**src/rtl/ptx_pkg.sv**
```systemverilog
package ptx_pkg;

    localparam int BYTE_W = 8;
    localparam int LEN_W  = $clog2(BYTE_W);
    localparam int CNT_W  = LEN_W + 1;

    typedef enum logic [1:0] {
        ST_IDLE,
        ST_LOAD,
        ST_SHIFT,
        ST_FINISH
    } tx_state_e;

    // Per-frame context: captured tail length and whether the byte now
    // in the shifter is the final one of the frame.
    typedef struct packed {
        logic [LEN_W-1:0] tail_len;
        logic             tail_now;
    } frame_ctx_t;

    // Number of bits to send from the byte in flight.
    function automatic logic [CNT_W-1:0] bits_for_byte(
        input logic [LEN_W-1:0] tl,
        input logic             is_tail
    );
        if (is_tail && tl != '0)
            return {1'b0, tl};
        return CNT_W'(BYTE_W);
    endfunction

endpackage

```
**src/rtl/ptx_tail_reg.sv**
```systemverilog
module ptx_tail_reg
    import ptx_pkg::*;
#(
    parameter int                ADDR_W   = 8,
    parameter logic [ADDR_W-1:0] REG_ADDR = 8'h0F
) (
    input  logic              clk,
    input  logic              rst,
    input  logic              wr_en,
    input  logic [ADDR_W-1:0] addr,
    input  logic [BYTE_W-1:0] wdata,
    output logic [BYTE_W-1:0] rdata,
    input  logic              frame_active,
    input  logic              frame_end,
    output logic [LEN_W-1:0]  tail_len
);

    logic             hit;
    logic             pend_q;
    logic [LEN_W-1:0] len_q;
    logic             unused_wdata_hi;

    assign hit             = (addr == REG_ADDR);
    assign unused_wdata_hi = ^wdata[BYTE_W-1:LEN_W];

    always_ff @(posedge clk) begin
        if (rst) begin
            len_q  <= '0;
            pend_q <= 1'b0;
        end else begin
            if (wr_en && hit)
                len_q <= wdata[LEN_W-1:0];
            else if (frame_end && !pend_q)
                len_q <= '0;

            if (frame_end)
                pend_q <= 1'b0;
            else if (wr_en && hit && frame_active)
                pend_q <= 1'b1;
        end
    end

    assign rdata    = hit ? {{(BYTE_W-LEN_W){1'b0}}, len_q} : '0;
    assign tail_len = len_q;

endmodule

```
**src/rtl/ptx_shreg.sv**
```systemverilog
module ptx_shreg
    import ptx_pkg::*;
(
    input  logic              clk,
    input  logic              rst,
    input  logic              load,
    input  logic [BYTE_W-1:0] din,
    input  logic              shift,
    output logic              lsb
);

    logic [BYTE_W-1:0] q;

    always_ff @(posedge clk) begin
        if (rst)
            q <= '0;
        else if (load)
            q <= din;
        else if (shift)
            q <= {1'b0, q[BYTE_W-1:1]};
    end

    assign lsb = q[0];

endmodule

```
**src/rtl/ptx_ctrl.sv**
```systemverilog
module ptx_ctrl
    import ptx_pkg::*;
(
    input  logic             clk,
    input  logic             rst,
    input  logic             start,
    input  logic             fifo_empty,
    input  logic             bit_tick,
    input  logic [LEN_W-1:0] tail_len_cfg,
    output logic             fifo_pop,
    output logic             shift_adv,
    output logic             frame_end,
    output logic             busy
);

    tx_state_e        state_q, state_d;
    frame_ctx_t       ctx_q;
    logic [CNT_W-1:0] cnt_q;
    logic             byte_done;

    assign byte_done = (cnt_q == (bits_for_byte(ctx_q.tail_len, ctx_q.tail_now) - CNT_W'(1)));

    always_comb begin
        state_d   = state_q;
        fifo_pop  = 1'b0;
        shift_adv = 1'b0;
        frame_end = 1'b0;
        case (state_q)
            ST_IDLE: begin
                if (start && !fifo_empty) begin
                    fifo_pop = 1'b1;
                    state_d  = ST_LOAD;
                end
            end
            ST_LOAD: begin
                state_d = ST_SHIFT;
            end
            ST_SHIFT: begin
                if (bit_tick) begin
                    shift_adv = 1'b1;
                    if (byte_done) begin
                        if (!ctx_q.tail_now && !fifo_empty) begin
                            fifo_pop = 1'b1;
                            state_d  = ST_LOAD;
                        end else begin
                            state_d = ST_FINISH;
                        end
                    end
                end
            end
            ST_FINISH: begin
                frame_end = 1'b1;
                state_d   = ST_IDLE;
            end
            default: state_d = ST_IDLE;
        endcase
    end

    always_ff @(posedge clk) begin
        if (rst) begin
            state_q <= ST_IDLE;
            ctx_q   <= '0;
            cnt_q   <= '0;
        end else begin
            state_q <= state_d;
            if (state_q == ST_IDLE && fifo_pop)
                ctx_q.tail_len <= tail_len_cfg;
            if (state_q == ST_LOAD) begin
                ctx_q.tail_now <= fifo_empty;
                cnt_q          <= '0;
            end else if (shift_adv) begin
                cnt_q <= cnt_q + CNT_W'(1);
            end
        end
    end

    assign busy = (state_q != ST_IDLE);

endmodule

```
**src/rtl/partial_tail_tx.sv**
```systemverilog
module partial_tail_tx
    import ptx_pkg::*;
#(
    parameter int                ADDR_W   = 8,
    parameter logic [ADDR_W-1:0] REG_ADDR = 8'h0F
) (
    input  logic              clk,
    input  logic              rst,
    input  logic              fifo_empty,
    input  logic [7:0]        fifo_data,
    output logic              fifo_rd,
    input  logic              start,
    input  logic              bit_clk_en,
    input  logic              cfg_we,
    input  logic [ADDR_W-1:0] cfg_addr,
    input  logic [7:0]        cfg_wdata,
    output logic [7:0]        cfg_rdata,
    output logic              ser_bit,
    output logic              bit_valid,
    output logic              done
);

    logic             pop_w;
    logic             adv_w;
    logic             end_w;
    logic             busy_w;
    logic             lsb_w;
    logic [LEN_W-1:0] tail_len_w;
    logic             ser_q;
    logic             valid_q;
    logic             done_q;

    ptx_tail_reg #(
        .ADDR_W   (ADDR_W),
        .REG_ADDR (REG_ADDR)
    ) u_reg (
        .clk          (clk),
        .rst          (rst),
        .wr_en        (cfg_we),
        .addr         (cfg_addr),
        .wdata        (cfg_wdata),
        .rdata        (cfg_rdata),
        .frame_active (busy_w),
        .frame_end    (end_w),
        .tail_len     (tail_len_w)
    );

    ptx_ctrl u_ctrl (
        .clk          (clk),
        .rst          (rst),
        .start        (start),
        .fifo_empty   (fifo_empty),
        .bit_tick     (bit_clk_en),
        .tail_len_cfg (tail_len_w),
        .fifo_pop     (pop_w),
        .shift_adv    (adv_w),
        .frame_end    (end_w),
        .busy         (busy_w)
    );

    ptx_shreg u_shreg (
        .clk   (clk),
        .rst   (rst),
        .load  (pop_w),
        .din   (fifo_data),
        .shift (adv_w),
        .lsb   (lsb_w)
    );

    always_ff @(posedge clk) begin
        if (rst) begin
            ser_q   <= 1'b0;
            valid_q <= 1'b0;
            done_q  <= 1'b0;
        end else begin
            if (adv_w)
                ser_q <= lsb_w;
            valid_q <= adv_w;
            done_q  <= end_w;
        end
    end

    assign fifo_rd   = pop_w;
    assign ser_bit   = ser_q;
    assign bit_valid = valid_q;
    assign done      = done_q;

endmodule

```
**config.mk**
```make
export PLATFORM = sky130hd
export DESIGN_NAME = partial_tail_tx
export DESIGN_NICKNAME = d
export VERILOG_FILES = /design/src/rtl/ptx_pkg.sv /design/src/rtl/ptx_tail_reg.sv /design/src/rtl/ptx_shreg.sv /design/src/rtl/ptx_ctrl.sv /design/src/rtl/partial_tail_tx.sv
export SDC_FILE = /design/constraint.sdc
export NUM_CORES = 1
export LEC_CHECK = 0
export BUFFER_PORTS_ARGS = -buffer_cell sky130_fd_sc_hd__buf_4
export CAP_MARGIN = 20
export CORE_MARGIN = 2
export CORE_UTILIZATION = 25
export DETAILED_ROUTE_END_ITERATION = 8
export GPL_TIMING_DRIVEN = 0
export SYNTH_ARGS = -nofsm -noshare
export SYNTH_HDL_FRONTEND = slang
export SYNTH_SLANG_ARGS = --single-unit
```
**constraint.sdc**
```tcl
create_clock -name clk -period 2.29 [get_ports clk]
set_input_delay 0.458 -clock clk [delete_from_list [all_inputs] [get_ports clk]]
set_output_delay 0.458 -clock clk [all_outputs]
set_load 0.02 [all_outputs]
```
# Yosys cells after proc, flatten, opt, wreduce, memory -nomap -nowiden
# Index checks and enable logic that the tools add are counted.
[totals] register_bits=25 inputBits=30 output_inout_bits=12
[op_classes] addsub=2 eq_ne=8 mux=21 reduce_logical=18
[op_table] cell="8-bit two-way mux" count=2
[op_table] cell="3-bit two-way mux" count=3
[op_table] cell="8-bit by 4-bit == test with 1-bit output (second input constant)" count=1
[op_table] cell="1-bit two-way mux" count=8
[op_table] cell="2-bit two-way mux" count=4
[op_table] cell="4-bit two-way mux" count=2
[op_table] cell="2-bit one-hot mux with 4 select lines" count=1
[op_table] cell="1-bit logical AND" count=7
[op_table] cell="2-bit nonzero test" count=3
[op_table] cell="4-bit by 1-bit adder with 4-bit output (second input constant)" count=1
[op_table] cell="2-bit == test (second input constant)" count=2
[op_table] cell="4-bit == test" count=1
[op_table] cell="2-bit by 1-bit != test with 1-bit output (second input constant)" count=2
[op_table] cell="2-bit OR reduction" count=2
[op_table] cell="4-bit by 1-bit subtractor with 4-bit output (second input constant)" count=1
[op_table] cell="1-bit zero test" count=3
[op_table] cell="3-bit AND reduction" count=1
[op_table] cell="3-bit nonzero test" count=1
[op_table] cell="2-bit by 1-bit == test with 1-bit output (second input constant)" count=1
[op_table] cell="2-bit zero test" count=1
[op_table] cell="2-bit != test (second input constant)" count=1
[op_table] cell="1-bit one-hot mux with 2 select lines" count=1

# Depth between registers and ports, before layout
[depth] depth_word=10 mapped_depth=7 ltp_nobuf=6

# Modules after synthesis
# From an unflattened synthesis, not the netlist that was laid out.
[hier_totals] hier_cells=147 hier_area_um2=1323.8
[by_module_without_submodules] mod="ptx_ctrl" n_inst=1 cells_per_inst=70 area_per_inst_um2=588.1 seq_area_each_um2=200.2
[by_module_without_submodules] mod="ptx_shreg" n_inst=1 cells_per_inst=35 area_per_inst_um2=369.1 seq_area_each_um2=160.2
[by_module_without_submodules] mod="ptx_tail_reg" n_inst=1 cells_per_inst=35 area_per_inst_um2=280.3 seq_area_each_um2=80.1
[by_module_without_submodules] mod="partial_tail_tx" n_inst=1 cells_per_inst=7 area_per_inst_um2=86.3 seq_area_each_um2=60.1

# Least setup slack after synthesis
# No wires, ideal clock.
[synth_path] path_kind="register to output" start="reg u_ctrl.ctx_q[0] (netlist bit)" end="out fifo_rd" arrival_ns=1.502 required_ns=1.832 slack_ns=0.330 path_stages_with_launch=7 path_buffers=1 cell_sequence="dfxtp_1 -> nand2_1 -> ha_1 -> xnor2_1 -> a211oi_2 -> a31o_1 -> buf_6"
[synth_between] elab_chain_len=8 elab_cells_between_ends=11 cone_classes="add/sub: 1; eq/ne: 1; mux: 6; reduce/logical: 3"
[synth_rtl] element="start: declaration" line_no="ptx_ctrl.sv:17" text="frame_ctx_t ctx_q;"
[synth_rtl] element="1-bit logical AND" line_no="ptx_pkg.sv:26" text="if (is_tail && tl != '0)"
[synth_rtl] element="1-bit two-way mux" line_no="ptx_pkg.sv:26"
[synth_rtl] element="4-bit two-way mux" line_no="ptx_pkg.sv:28" text="return CNT_W'(BYTE_W);"
[synth_rtl] element="4-bit by 1-bit subtractor with 4-bit output" line_no="ptx_ctrl.sv:21" text="assign byte_done = (cnt_q == (bits_for_byte(ctx_q.tail_len, ctx_q.tail_now) - CNT_W'(1)));"
[synth_rtl] element="4-bit == test" line_no="ptx_ctrl.sv:21"
[synth_rtl] element="1-bit two-way mux *" line_no="ptx_ctrl.sv:41" text="if (byte_done) begin"
[synth_rtl] element="1-bit two-way mux *" line_no="ptx_ctrl.sv:39" text="if (bit_tick) begin"
[synth_rtl] element="1-bit one-hot mux with 2 select lines *" line_no="ptx_ctrl.sv:28" text="case (state_q)"
[synth_rtl] element="end: declaration" line_no="partial_tail_tx.sv:11" text="output logic fifo_rd,"
# Mark *: on every way between the ends. The rest lies on a longest branch, timed or not.

# Final worst setup path
# Same ends and word-level chain as after synthesis.

==> impl_metrics.json <==
{
  "antenna_found_initial": 0,
  "portBuffers": 30,
  "cts.clk_slew.worst_paths_ps": 90,
  "crit_type": "reg2out",
  "internal_power_mw": 0.636,
  "maxCapViolations": 0,
  "viasPerCell": 4.33,
  "gp_congestion": 0.766,
  "netlist_instances": 148,
  "critPathSlowestCell": "dfxtp_4",
  "clock_latency_ps": 270,
  "vdd_ir_drop_max_v": 0.000176,
  "required_ps": 1830,
  "setup_tns_ps": 0,
  "cp-start-kind": "register",
  "max_freq_ghz": 0.461,
  "drt_iter0_drc": 38,
  "slowest_delay_ps": 380,
  "placed_cell_area_sq_mm": 0.00164,
  "clock-sinks": 25,
  "switching_share_pct": 24.2,
  "core_area_sq_mm": 0.00507,
  "htreeDepth": 1,
  "grt_use_total_pct": 9.65,
  "grt_pass1_vias": 1088,
  "syn_area_per_cell_sq_um": 8.86,
  "rsz0062_at_grt": "no",
  "synth_top_area_cell": "dfxtp_1",
  "ys_seq_area_share_pct": 38.2,
  "crit_arrival_ps": 1710,
  "yosysTopAreaCellShare_pct": 38.2,
  "drc": 0,
  "synthFlopType": "dfxtp_1",
  "initial_utilization_pct": 25.8,
  "ys_ff_latch": 25,
  "slew_violations": 0,
  "p_leak_nw": 0.701,
  "fin_area_sq_mm": 0.00174,
  "crit_path_cell_trace": "nand2_2 > ha_4 > xnor2_2 > a211oi_2 > a31o_1 > buf_6",
  "p_total_mw": 0.839,
  "numCtsBuffers": 3,
  "endpoint_kind": "primary output",
  "synth_cell_types": 37,
  "fin_util_pct": 34.3,
  "grt_max_degree": 15,
  "critical_path_buf_inv_count": 1,
  "num_io_pins": 42,
  "fp.dieArea_sq_mm": 0.00584,
  "wl_um": 2670,
  "powerDensity_mw_per_mm2": 482,
  "pwr-share-comb_pct": 15.1,
  "cts_root_buffer": "clkbuf_8",
  "hp-class": "reg2reg",
  "hold_buffers": 0,
  "drtPass1Iterations": 4,
  "skew_ps": 4.60,
  "fin_crit_sh_pct": 94.6,
  "clk_path_buf_depth": 2,
  "die_w_um": 76.4,
  "switchingPower_mw": 0.203,
  "syn-cell-area_sq_mm": 0.00131,
  "setup_viol": 0,
  "ant_nets": 0,
  "worstMarginPinSlew_ps": 494,
  "n_antenna_cell": 0,
  "finalHoldViolCount": 0,
  "synth_area_leaders": "dfxtp_1 38%, mux2_4 8.0%, nand2_1 6.9%",
  "area_delta_synth_final_pct": 32.9,
  "dp_hpwl_um": 2010,
  "fin_nets": 222,
  "status": "completed",
  "post-route-min-period_ps": 2170,
  "num_vias": 1122,
  "yosysMostFrequentCell": "dfxtp_1",
  "row_count": 26,
  "timing.slew.headroom_pct": 66.9,
  "synth-edff-count": 0,
  "grt_pass1_wl_um": 4700,
  "crit_path_max_fanout": 5,
  "clkPwrFrac_pct": 31.3,
  "synthArstFlopShare_pct": 0,
  "fp.dieH_um": 76.4,
  "ys_warn_count": 0,
  "grt.overflow.total": 0,
  "synth_common_cells": "25 x dfxtp_1, 24 x nand2_1, 15 x a21oi_1",
  "cpLargestDelayFamily": "compound AO/OA/AOI/OAI gates",
  "drive_gt1_share_pct": 34.9,
  "wl_per_cell_um": 10.3,
  "cts_tree": "yes",
  "seq_power_share_pct": 53.7
}
-- metal layers --
metal	part of all wire (%)	vias up	global-route usage [%]
met4	1.2	0	3.27
li1	-	576	-
met5	0	-	0
met2	45	35	16.3
met3	7.8	4	3.20
met1	46	507	11.5
-- per-stage QoR --
stage	hold slack [ps]	instances	setup slack [ps]
finish	456	259	123
global placement	446	252	53.4
CTS	458	258	46.3
floorplan	432	152	330
global route	455	259	3.01
detailed placement	447	252	55.8
-- worst register-to-register path, stage by stage, from the launching register on --
cell	delay, ps
dfxtp_4	380
nand2_2	70
ha_4	240
xnor2_2	130
a211oi_2	250
a31o_1	230
buf_4	210
mux2_4	310
-- sequential cells by signal, indices dropped and copies added (netlist names) --
signal and count:
u_ctrl.state_q 2, ser_bit 1, done 1, u_ctrl.ctx_q 4, u_ctrl.cnt_q 4, u_shreg.q 8, bit_valid 1, u_reg.tail_len 3
u_reg.pend_q 1
-- what timing repair did --
| item | 4_1_cts | 5_1_grt |
|---|---|---|
| pin swaps | 2 | 3 |
| gates cloned | 0 | 0 |
| setup endpoints to repair | 1 | 1 |
| endpoints found under the hold margin | 0 | 0 |
| setup buffers | 2 | 2 |
| gates resized for setup | 4 | 5 |
-- area by class of cell --
cell class                      instances  area (sq um)
Clock buffer                            3          41.3
Tap cell                               70          87.6
Buffer                                 12          73.8
Fill cell                             560          3330
Sequential cell                        25           505
Multi-Input combinational cell        112           763
Timing Repair Buffer                   34           259
Clock inverter                          1          5.00
Inverter                                2          7.51
-- power groups by stage --
stage                     logic (mW)  clock network, mW  registers, mW
after floorplan               0.0781                  0          0.461
after global placement         0.123                  0          0.461
after detailed placement       0.125                  0          0.461
after CTS                      0.127              0.276          0.451
after global routing           0.139              0.297          0.453
final                          0.127              0.262          0.451
-- placed cells by master, fill, tap and decap left out, types with 2 or more instances in the layout --
cell,count
nor2b_1,7
mux2_4,7
o211ai_1,3
buf_4,40
nand3_1,3
conb_1,5
inv_1,2
a21oi_1,15
and2_1,3
nand2_2,2
nand4_1,3
xor2_1,4
mux2i_1,4
clkbuf_1,2
nand3b_1,2
clkbuf_8,3
nor2_1,13
dfxtp_1,23
nand2_1,22
-- cell families (layout without fill, tap and decap cells) --
kind of cell / after synthesis / count (layout) / share of synthesized area (%)
simple gates: 63 / 63 / 25.1
compound gates: 25 / 25 / 12.4
flops: 25 / 25 / 38.2
buf+inv: 15 / 52 / 7.06
mux: 11 / 11 / 11.1
xor+xnor: 6 / 6 / 4.01
fa+ha+maj: 2 / 2 / 1.91
other cells: 1 / 5 / 0.286
-- final timing paths --
path | cells after the start | endpoint | startpoint | slack (ps)
max | 6 | fifo_rd | u_ctrl.ctx_q[0]$_SDFFE_PP0P_ | 120
min | 2 | ser_bit$_SDFFE_PP0P_ | u_shreg.q[0]$_SDFFE_PP0P_ | 460
max reg2reg | 7 | u_shreg.q[6]$_SDFFE_PP0P_ | u_ctrl.ctx_q[0]$_SDFFE_PP0P_ | 360
min reg2reg | 2 | ser_bit$_SDFFE_PP0P_ | u_shreg.q[0]$_SDFFE_PP0P_ | 460
No activity file was read; power rests on OpenSTA's default activity.
